### config.mk
export PLATFORM = sky130hd
export DESIGN_NAME = frac_cmul
export DESIGN_NICKNAME = d
export VERILOG_FILES = /design/src/rtl/cm_pkg.sv /design/src/rtl/cm_conj.sv /design/src/rtl/cm_fracmul.sv /design/src/rtl/cm_addsub.sv /design/src/rtl/frac_cmul.sv
export SDC_FILE = /design/constraint.sdc
export NUM_CORES = 2
export LEC_CHECK = 0
export BUFFER_PORTS_ARGS = -buffer_cell sky130_fd_sc_hd__buf_2
export CAP_MARGIN = 20
export CELL_PAD_IN_SITES_DETAIL_PLACEMENT = 0
export CELL_PAD_IN_SITES_GLOBAL_PLACEMENT = 1
export CORE_MARGIN = 2
export CORE_UTILIZATION = 40
export CTS_CLUSTER_DIAMETER = 80
export CTS_CLUSTER_SIZE = 14
export DETAILED_ROUTE_END_ITERATION = 6
export PLACE_DENSITY_LB_ADDON = 0.1
export SLEW_MARGIN = 5
export SYNTH_ARGS = -nofsm -noshare
export SYNTH_HDL_FRONTEND = slang
export SYNTH_SLANG_ARGS = --single-unit
export TNS_END_PERCENT = 10
### constraint.sdc
create_clock -name clk -period 12.6 [get_ports clk]
set_input_delay 1.26 -clock clk [delete_from_list [all_inputs] [get_ports clk]]
set_output_delay 1.26 -clock clk [all_outputs]
set_load 0.005 [all_outputs]
### src/rtl/cm_pkg.sv
package cm_pkg;
  localparam int NPROD = 4;
  localparam int IDX_RR = 0;
  localparam int IDX_RI = 1;
  localparam int IDX_IR = 2;
  localparam int IDX_II = 3;

  typedef struct packed {
    logic vld;
    logic err;
    logic rnd;
  } cm_ctl_t;
endpackage

### src/rtl/cm_conj.sv
module cm_conj #(
  parameter int W = 16
) (
  input  logic [W-1:0] v,
  input  logic         neg,
  output logic [W-1:0] o
);
  localparam logic [W-1:0] MINV = {1'b1, {(W-1){1'b0}}};
  localparam logic [W-1:0] MAXV = ~MINV;

  always_comb begin
    if (!neg)          o = v;
    else if (v == MINV) o = MAXV;
    else               o = ~v + W'(1);
  end
endmodule

### src/rtl/cm_fracmul.sv
module cm_fracmul #(
  parameter int W = 16,
  localparam int PW = 2*W-1
) (
  input  logic signed [W-1:0] a,
  input  logic signed [W-1:0] b,
  output logic [PW-1:0]       p
);
  localparam logic [W-1:0] MINV = {1'b1, {(W-1){1'b0}}};
  logic signed [2*W-1:0] full;
  logic trap;

  assign full = a * b;
  assign trap = (a == MINV) && (b == MINV);
  assign p    = trap ? {1'b0, {(PW-1){1'b1}}} : full[PW-1:0];
endmodule

### src/rtl/cm_addsub.sv
module cm_addsub #(
  parameter int W = 16,
  localparam int PW = 2*W-1,
  localparam int SW = 2*W
) (
  input  logic [PW-1:0] p_rr,
  input  logic [PW-1:0] p_ri,
  input  logic [PW-1:0] p_ir,
  input  logic [PW-1:0] p_ii,
  input  logic          rnd,
  output logic [SW-1:0] s_re,
  output logic [SW-1:0] s_im
);
  localparam logic [SW-1:0] RMASK = SW'(1) << W;
  logic [SW-1:0] e_rr, e_ri, e_ir, e_ii, raw_re, raw_im;

  assign e_rr = {p_rr[PW-1], p_rr};
  assign e_ri = {p_ri[PW-1], p_ri};
  assign e_ir = {p_ir[PW-1], p_ir};
  assign e_ii = {p_ii[PW-1], p_ii};

  assign raw_re = e_rr - e_ii;
  assign raw_im = e_ri + e_ir;
  assign s_re   = rnd ? (raw_re | RMASK) : raw_re;
  assign s_im   = rnd ? (raw_im | RMASK) : raw_im;
endmodule

### src/rtl/frac_cmul.sv
module frac_cmul #(
  parameter int DW = 16,
  localparam int PW = 2*DW-1,
  localparam int SW = 2*DW
) (
  input  logic          clk,
  input  logic          rst,
  input  logic          in_valid,
  input  logic          x_en,
  input  logic          y_en,
  input  logic [DW-1:0] x_re,
  input  logic [DW-1:0] x_im,
  input  logic [DW-1:0] y_re,
  input  logic [DW-1:0] y_im,
  input  logic          conj_x,
  input  logic          conj_y,
  input  logic          rnd,
  output logic          out_valid,
  output logic          out_err,
  output logic [SW-1:0] out_re,
  output logic [SW-1:0] out_im
);
  import cm_pkg::*;

  // stage 1: operand and control capture
  logic [DW-1:0] xr_q, xi_q, yr_q, yi_q;
  logic cx_q, cy_q, v1_q, r1_q;

  always_ff @(posedge clk) begin
    if (rst) begin
      xr_q <= '0; xi_q <= '0; yr_q <= '0; yi_q <= '0;
      cx_q <= 1'b0; cy_q <= 1'b0; v1_q <= 1'b0; r1_q <= 1'b0;
    end else begin
      if (x_en) begin
        xr_q <= x_re;
        xi_q <= x_im;
      end
      if (y_en) begin
        yr_q <= y_re;
        yi_q <= y_im;
      end
      cx_q <= conj_x;
      cy_q <= conj_y;
      v1_q <= in_valid;
      r1_q <= rnd;
    end
  end

  // conjugation, suppressed on a clash
  logic clash;
  logic [DW-1:0] xi_eff, yi_eff;
  assign clash = cx_q & cy_q;

  cm_conj #(.W(DW)) u_conj_x (.v(xi_q), .neg(cx_q & ~clash), .o(xi_eff));
  cm_conj #(.W(DW)) u_conj_y (.v(yi_q), .neg(cy_q & ~clash), .o(yi_eff));

  // stage 2: four trapped cross products
  logic signed [DW-1:0] ma [NPROD];
  logic signed [DW-1:0] mb [NPROD];
  logic [PW-1:0] prod [NPROD];
  logic [PW-1:0] p_q  [NPROD];
  cm_ctl_t c2_q;

  assign ma[IDX_RR] = xr_q;   assign mb[IDX_RR] = yr_q;
  assign ma[IDX_RI] = xr_q;   assign mb[IDX_RI] = yi_eff;
  assign ma[IDX_IR] = xi_eff; assign mb[IDX_IR] = yr_q;
  assign ma[IDX_II] = xi_eff; assign mb[IDX_II] = yi_eff;

  for (genvar k = 0; k < NPROD; k++) begin : g_mul
    cm_fracmul #(.W(DW)) u_mul (.a(ma[k]), .b(mb[k]), .p(prod[k]));
    always_ff @(posedge clk) begin
      if (rst) p_q[k] <= '0;
      else     p_q[k] <= prod[k];
    end
  end

  always_ff @(posedge clk) begin
    if (rst) c2_q <= '0;
    else     c2_q <= '{vld: v1_q, err: v1_q & clash, rnd: r1_q};
  end

  // stage 3: sums, rounding, output registers
  logic [SW-1:0] s_re, s_im;
  cm_addsub #(.W(DW)) u_sum (
    .p_rr(p_q[IDX_RR]), .p_ri(p_q[IDX_RI]),
    .p_ir(p_q[IDX_IR]), .p_ii(p_q[IDX_II]),
    .rnd(c2_q.rnd), .s_re(s_re), .s_im(s_im)
  );

  always_ff @(posedge clk) begin
    if (rst) begin
      out_valid <= 1'b0;
      out_err   <= 1'b0;
      out_re    <= '0;
      out_im    <= '0;
    end else begin
      out_valid <= c2_q.vld;
      out_err   <= c2_q.err;
      out_re    <= s_re;
      out_im    <= s_im;
    end
  end
endmodule

### Word level (Yosys, flattened, before mapping)

Memories as Yosys holds them, arrays and structs flattened.
Index checks and enable logic that the tools add are counted.

| word-level totals | value |
|---|---|
| register bits after elaboration | 137 |
| bits in latches | 0 |
| RAM bits | 124 |
| ROM bits | 0 |
| input bits | 72 |
| output and inout port bits | 66 |
| word-level logic and storage cells | 62 |
| memories kept | 1 |

Memory list:

| name | depth | bits a word | read ports | clocked after memory_dff | write ports | line | source |
|---|---|---|---|---|---|---|---|
| p_q | 4 | 31 | 4 | 0 | 4 | frac_cmul.sv:61 | `logic [PW-1:0] p_q [NPROD];` |

| cells by class | value |
|---|---|
| $add $sub $neg | 4 |
| multipliers | 4 |
| div/mod/pow operators | 0 |
| order comparisons | 0 |
| eq/ne operators | 6 |
| shift-type cells | 0 |
| muxes and demuxes | 17 |
| bitwise logic cells | 11 |
| reductions and logical operators | 4 |

Operators by type and width:

| operator | number |
|---|---|
| $mux 31 | 8 |
| $mul 16x16->31 | 4 |
| $eq 16x16->1 const B | 6 |
| $mux 16 | 4 |
| $mux 17 | 2 |
| $add 16x1->16 const B | 2 |
| $add 31x31->32 | 1 |
| $not 16->16 | 2 |
| $sub 31x31->32 | 1 |
| $and 1x1->1 | 4 |
| $logic_and 1x1->1 | 4 |
| $or 1x1->1 | 4 |
| $mux 1 | 3 |
| $not 1->1 | 1 |

### Logic depth before layout (Yosys ltp)

| logic depth | value |
|---|---|
| depth in word-level cells | 8 |
| depth in mapped cells | 35 |
| depth with buffers taken out | 33 |

### By module

Synthesis repeated with hierarchy kept, for this count alone.

| second synthesis, totals | value |
|---|---|
| cell total of the unflattened synthesis | 5,797 |
| area total of the unflattened synthesis | 51,956.1 µm² |

By module, submodules not included:

| module | times used | cells an instance | area an instance (µm²) | sequential area each (µm²) |
|---|---|---|---|---|
| cm_fracmul at g_mul[1].u_mul ... | 2 | 1,121 | 9,963.3 | 0.0 |
| cm_fracmul at g_mul[0].u_mul | 1 | 1,152 | 10,028.4 | 0.0 |
| cm_fracmul at g_mul[3].u_mul | 1 | 1,122 | 9,909.5 | 0.0 |
| frac_cmul | 1 | 625 | 7,699.9 | 5,225.0 |
| cm_addsub | 1 | 522 | 3,490.8 | 0.0 |
| cm_conj | 2 | 67 | 450.4 | 0.0 |

### Least setup slack after synthesis

Ideal clock, no wire load.

| timing path | value |
|---|---|
| path kind | reg-to-reg |
| from | register xi_q[3] |
| to | memory p_q[2][30] (netlist name) |
| setup time | 136 ps |
| arrival | 7,961 ps |
| setup slack | 4,504 ps |
| cell stages (with the launch flop) | 33 |
| period minus slack after synthesis | 8,096 ps |
| cell sequence | dfxtp_1 buf_6 or4_4 nor4_1 nand3_1 clkbuf_1 a21oi_1 nor2_1 a21oi_1 clkbuf_1 nand2_1 fa_1 inv_1 fa_1 inv_1 fa_1 inv_1 fa_1 inv_1 fa_1 inv_1 fa_1 ha_1 o21a_1 o2111ai_1 nand2_1 and3_1 a221o_1 a41oi_1 a21oi_1 a31o_2 xnor2_1 nor3_1 |

RTL lines:

| item | line | source |
|---|---|---|
| from (decl) | frac_cmul.sv:26 | `logic [DW-1:0] xr_q, xi_q, yr_q, yi_q;` |
| from (signal assigned) | frac_cmul.sv:36 | `xi_q <= x_im;` |
| to (decl) | frac_cmul.sv:61 |  |

==> impl_metrics.ini <==
[status]
result_of_the_run = complete, no violations

[finish]
layout-drive-gt1-share_pct = 5.88
syn2layout_area_growth_pct = 7.36
final_cell_area_um2 = 53700
mostFrequentLayoutCell = sky130_fd_sc_hd__inv_1
post-route-util_pct = 43.3
post_layout_nonfiller_instances = 7298
design.final.nets = 7122
layout_common_cells = sky130_fd_sc_hd__inv_1 (1,221), sky130_fd_sc_hd__fa_1 (1,026), sky130_fd_sc_hd__nand2_1 (636)

[routing]
drc_violations_left = 0
drt-wirelength-per-cell_um = 20.1
antenna_left = 0
detail_route.iter0.violations = 1856
detail_route.vias_per_cell = 5.05
firstDrtPassIters = 5
dr_vias = 36863
routed_wirelength_um = 147000

[critical_path]
worstSetupEndpointType = flop
worst_setup_path_start_kind = flop
critical-path-top-cell-by-count = sky130_fd_sc_hd__fa_1
critical_path_arrival_ns = 10.15
critical_path.max_fanout = 16
timing.critical_path.required_ns = 13.08
slowest_stage = sky130_fd_sc_hd__nor4_1
crit_type = reg2reg
critical_path.max_stage_delay_ns = 0.70

[placed_design]
port-buffer-count = 137
place_worst_setup_slack_ns = 3.02
dp.final_hpwl_um = 118000
gp_congestion = 0.842
placed_cells = 7240
placed_area_um2 = 52500

[sta]
finalMaxSlewViolations = 0
worst-slew-pin-transition_ns = 1.13
timing.slew.headroom_pct = 24.1
grt_setup_unrepaired = false
clock.fmax_mhz = 103
worst_slack_ns = 2.94
finClkSkew_ns = 0.0344
setup_total_negative_slack_ns = 0
report.final.hold_viol_count = 0
finalHoldWorstSlack_ns = 0.433
finalSetupViolations = 0
final.period_utilization_pct = 76.7
period_minus_slack_ns = 9.66

[floorplanning]
core_area_um2 = 124000
floorplan.die_area_um2 = 128000
chipHeight_um = 358
die-width_um = 358
initial_utilization_pct = 40.4
number_of_top_level_pins = 138
num_rows = 129

[logic_synthesis]
ys_seq_area_share_pct = 10.4
ys_ff_latch = 261
number_of_distinct_library_cell_variants_in_the_gate_level_netlist_after_synthesis = 75
synth_async_sr_flop_share_pct = 0
synth.cell_area_um2 = 50000
ys_dominant_reg_cell = sky130_fd_sc_hd__dfxtp_1
synthesis.nets = 7133
synth_edf_count = 0
synthCells = 5651
syn_avg_cell_area_um2 = 8.86
ys_warn_count = 0

[grt]
grt_pass1_vias = 39651
pin_count_of_the_biggest_net_entering_global_routing = 145
grt_first_pass_wirelength_um = 232000
globalRouteTotalUtil_pct = 23.9
antenna_found_initial = 5
globalRoute.totalOverflow = 0

[power]
cellLeakagePower_nw = 26.3
fin_total_pwr_mw = 7.27
power_density_nw_per_um2 = 135
ir_worst_vdd_mv = 0.130

[clock_network]
clk-insertion-delay-late_ns = 0.61
cts.repair_timing.setup_buffer_count = 0
numCtsBuffers = 35
cts_htree_levels = 2
tritoncts = done
cts-hold-fix-buffers = 0
clock_tree.buffer_depth = 3
cts-root-buf = sky130_fd_sc_hd__clkbuf_16
cts.sinks = 261
clk_pin_slew_ns = 0.07
cts_resized = 0

[job]
cap_viol_max_count = 0

[hold_path]
holdCritPathClass = reg2reg
cells in the mapped netlist (55+ instances only):
master                     number  area share (%)
sky130_fd_sc_hd__nand2_1      636             4.8
sky130_fd_sc_hd__a21oi_1      249             2.5
sky130_fd_sc_hd__ha_1         384             9.6
sky130_fd_sc_hd__fa_1        1026              41
sky130_fd_sc_hd__dfxtp_1      261              10
sky130_fd_sc_hd__nor2_1       342             2.6
sky130_fd_sc_hd__nand2b_1      57            0.71
sky130_fd_sc_hd__mux2i_1       66             1.3
sky130_fd_sc_hd__nor2b_1       55            0.69
sky130_fd_sc_hd__xnor2_1      113             2.0
sky130_fd_sc_hd__and2_1       321             4.0
sky130_fd_sc_hd__inv_1       1221             9.2
sky130_fd_sc_hd__a21o_1        56            0.84
sky130_fd_sc_hd__clkbuf_1     258             1.9
sky130_fd_sc_hd__o21ai_0       93            0.93
sky130_fd_sc_hd__xor2_1        80             1.4
report_power, final:
part	leakage [nW]	internal [mW]	switching, mW
registers	2.16	1.04	0.120
clock network	0.581	0.597	0.468
logic	23.6	2.05	2.99
sequential cells by signal (all words and copies together) (netlist names):
| name | count |
|---|---|
| p_q | 124 |
| out_im | 32 |
| out_re | 32 |
| xi_q | 16 |
| xr_q | 16 |
| yi_q | 16 |
| yr_q | 16 |
| c2_q | 3 |
| cx_q | 1 |
| cy_q | 1 |
| out_err | 1 |
| out_valid | 1 |
| r1_q | 1 |
| v1_q | 1 |
final timing paths:
kind	start	endpoint	slack, ns	depth (start not counted)
max	xi_q[2]	p_q[3][29]	2.94	27
min	c2_q[0]	out_re[16]	0.43	2
max reg2reg	xi_q[2]	p_q[3][29]	2.94	27
min reg2reg	c2_q[0]	out_re[16]	0.43	2
layer usage:
layer	global-route usage [%]	share of wire (%)
met5	0	0.011
met4	6.03	2.7
met1	31.7	44
met2	41.5	50
met3	2.63	3.7
final cells by class:
class | count | area (µm²)
Fill cell | 12660 | 70200
Multi-Input combinational cell | 3895 | 39300
Sequential cell | 261 | 5230
Inverter | 1221 | 4580
Tap cell | 1637 | 2050
Timing Repair Buffer | 226 | 1380
Clock buffer | 36 | 890
Clock inverter | 21 | 299
Antenna cell | 1 | 2.50
cell families after synthesis:
group / count (synthesis) / synth area share, %
compound gates: 622 / 7.83
xor+xnor: 193 / 3.38
fa+ha+maj: 1410 / 50.6
buf+inv: 1495 / 11.2
flops: 261 / 10.4
mux: 69 / 1.39
simple gates: 1601 / 15.1
worst max-delay path: cells and delay by family, from the launching register on:
family | cells | cell delay (ns)
flip-flops | 1 | 0.41
buffers and inverters | 6 | 0.58
AO/OA/AOI/OAI | 9 | 2.93
adder cells (fa/ha/maj) | 7 | 3.43
AND/OR/NAND/NOR | 5 | 2.16
Power figures use the tool's default switching activity.
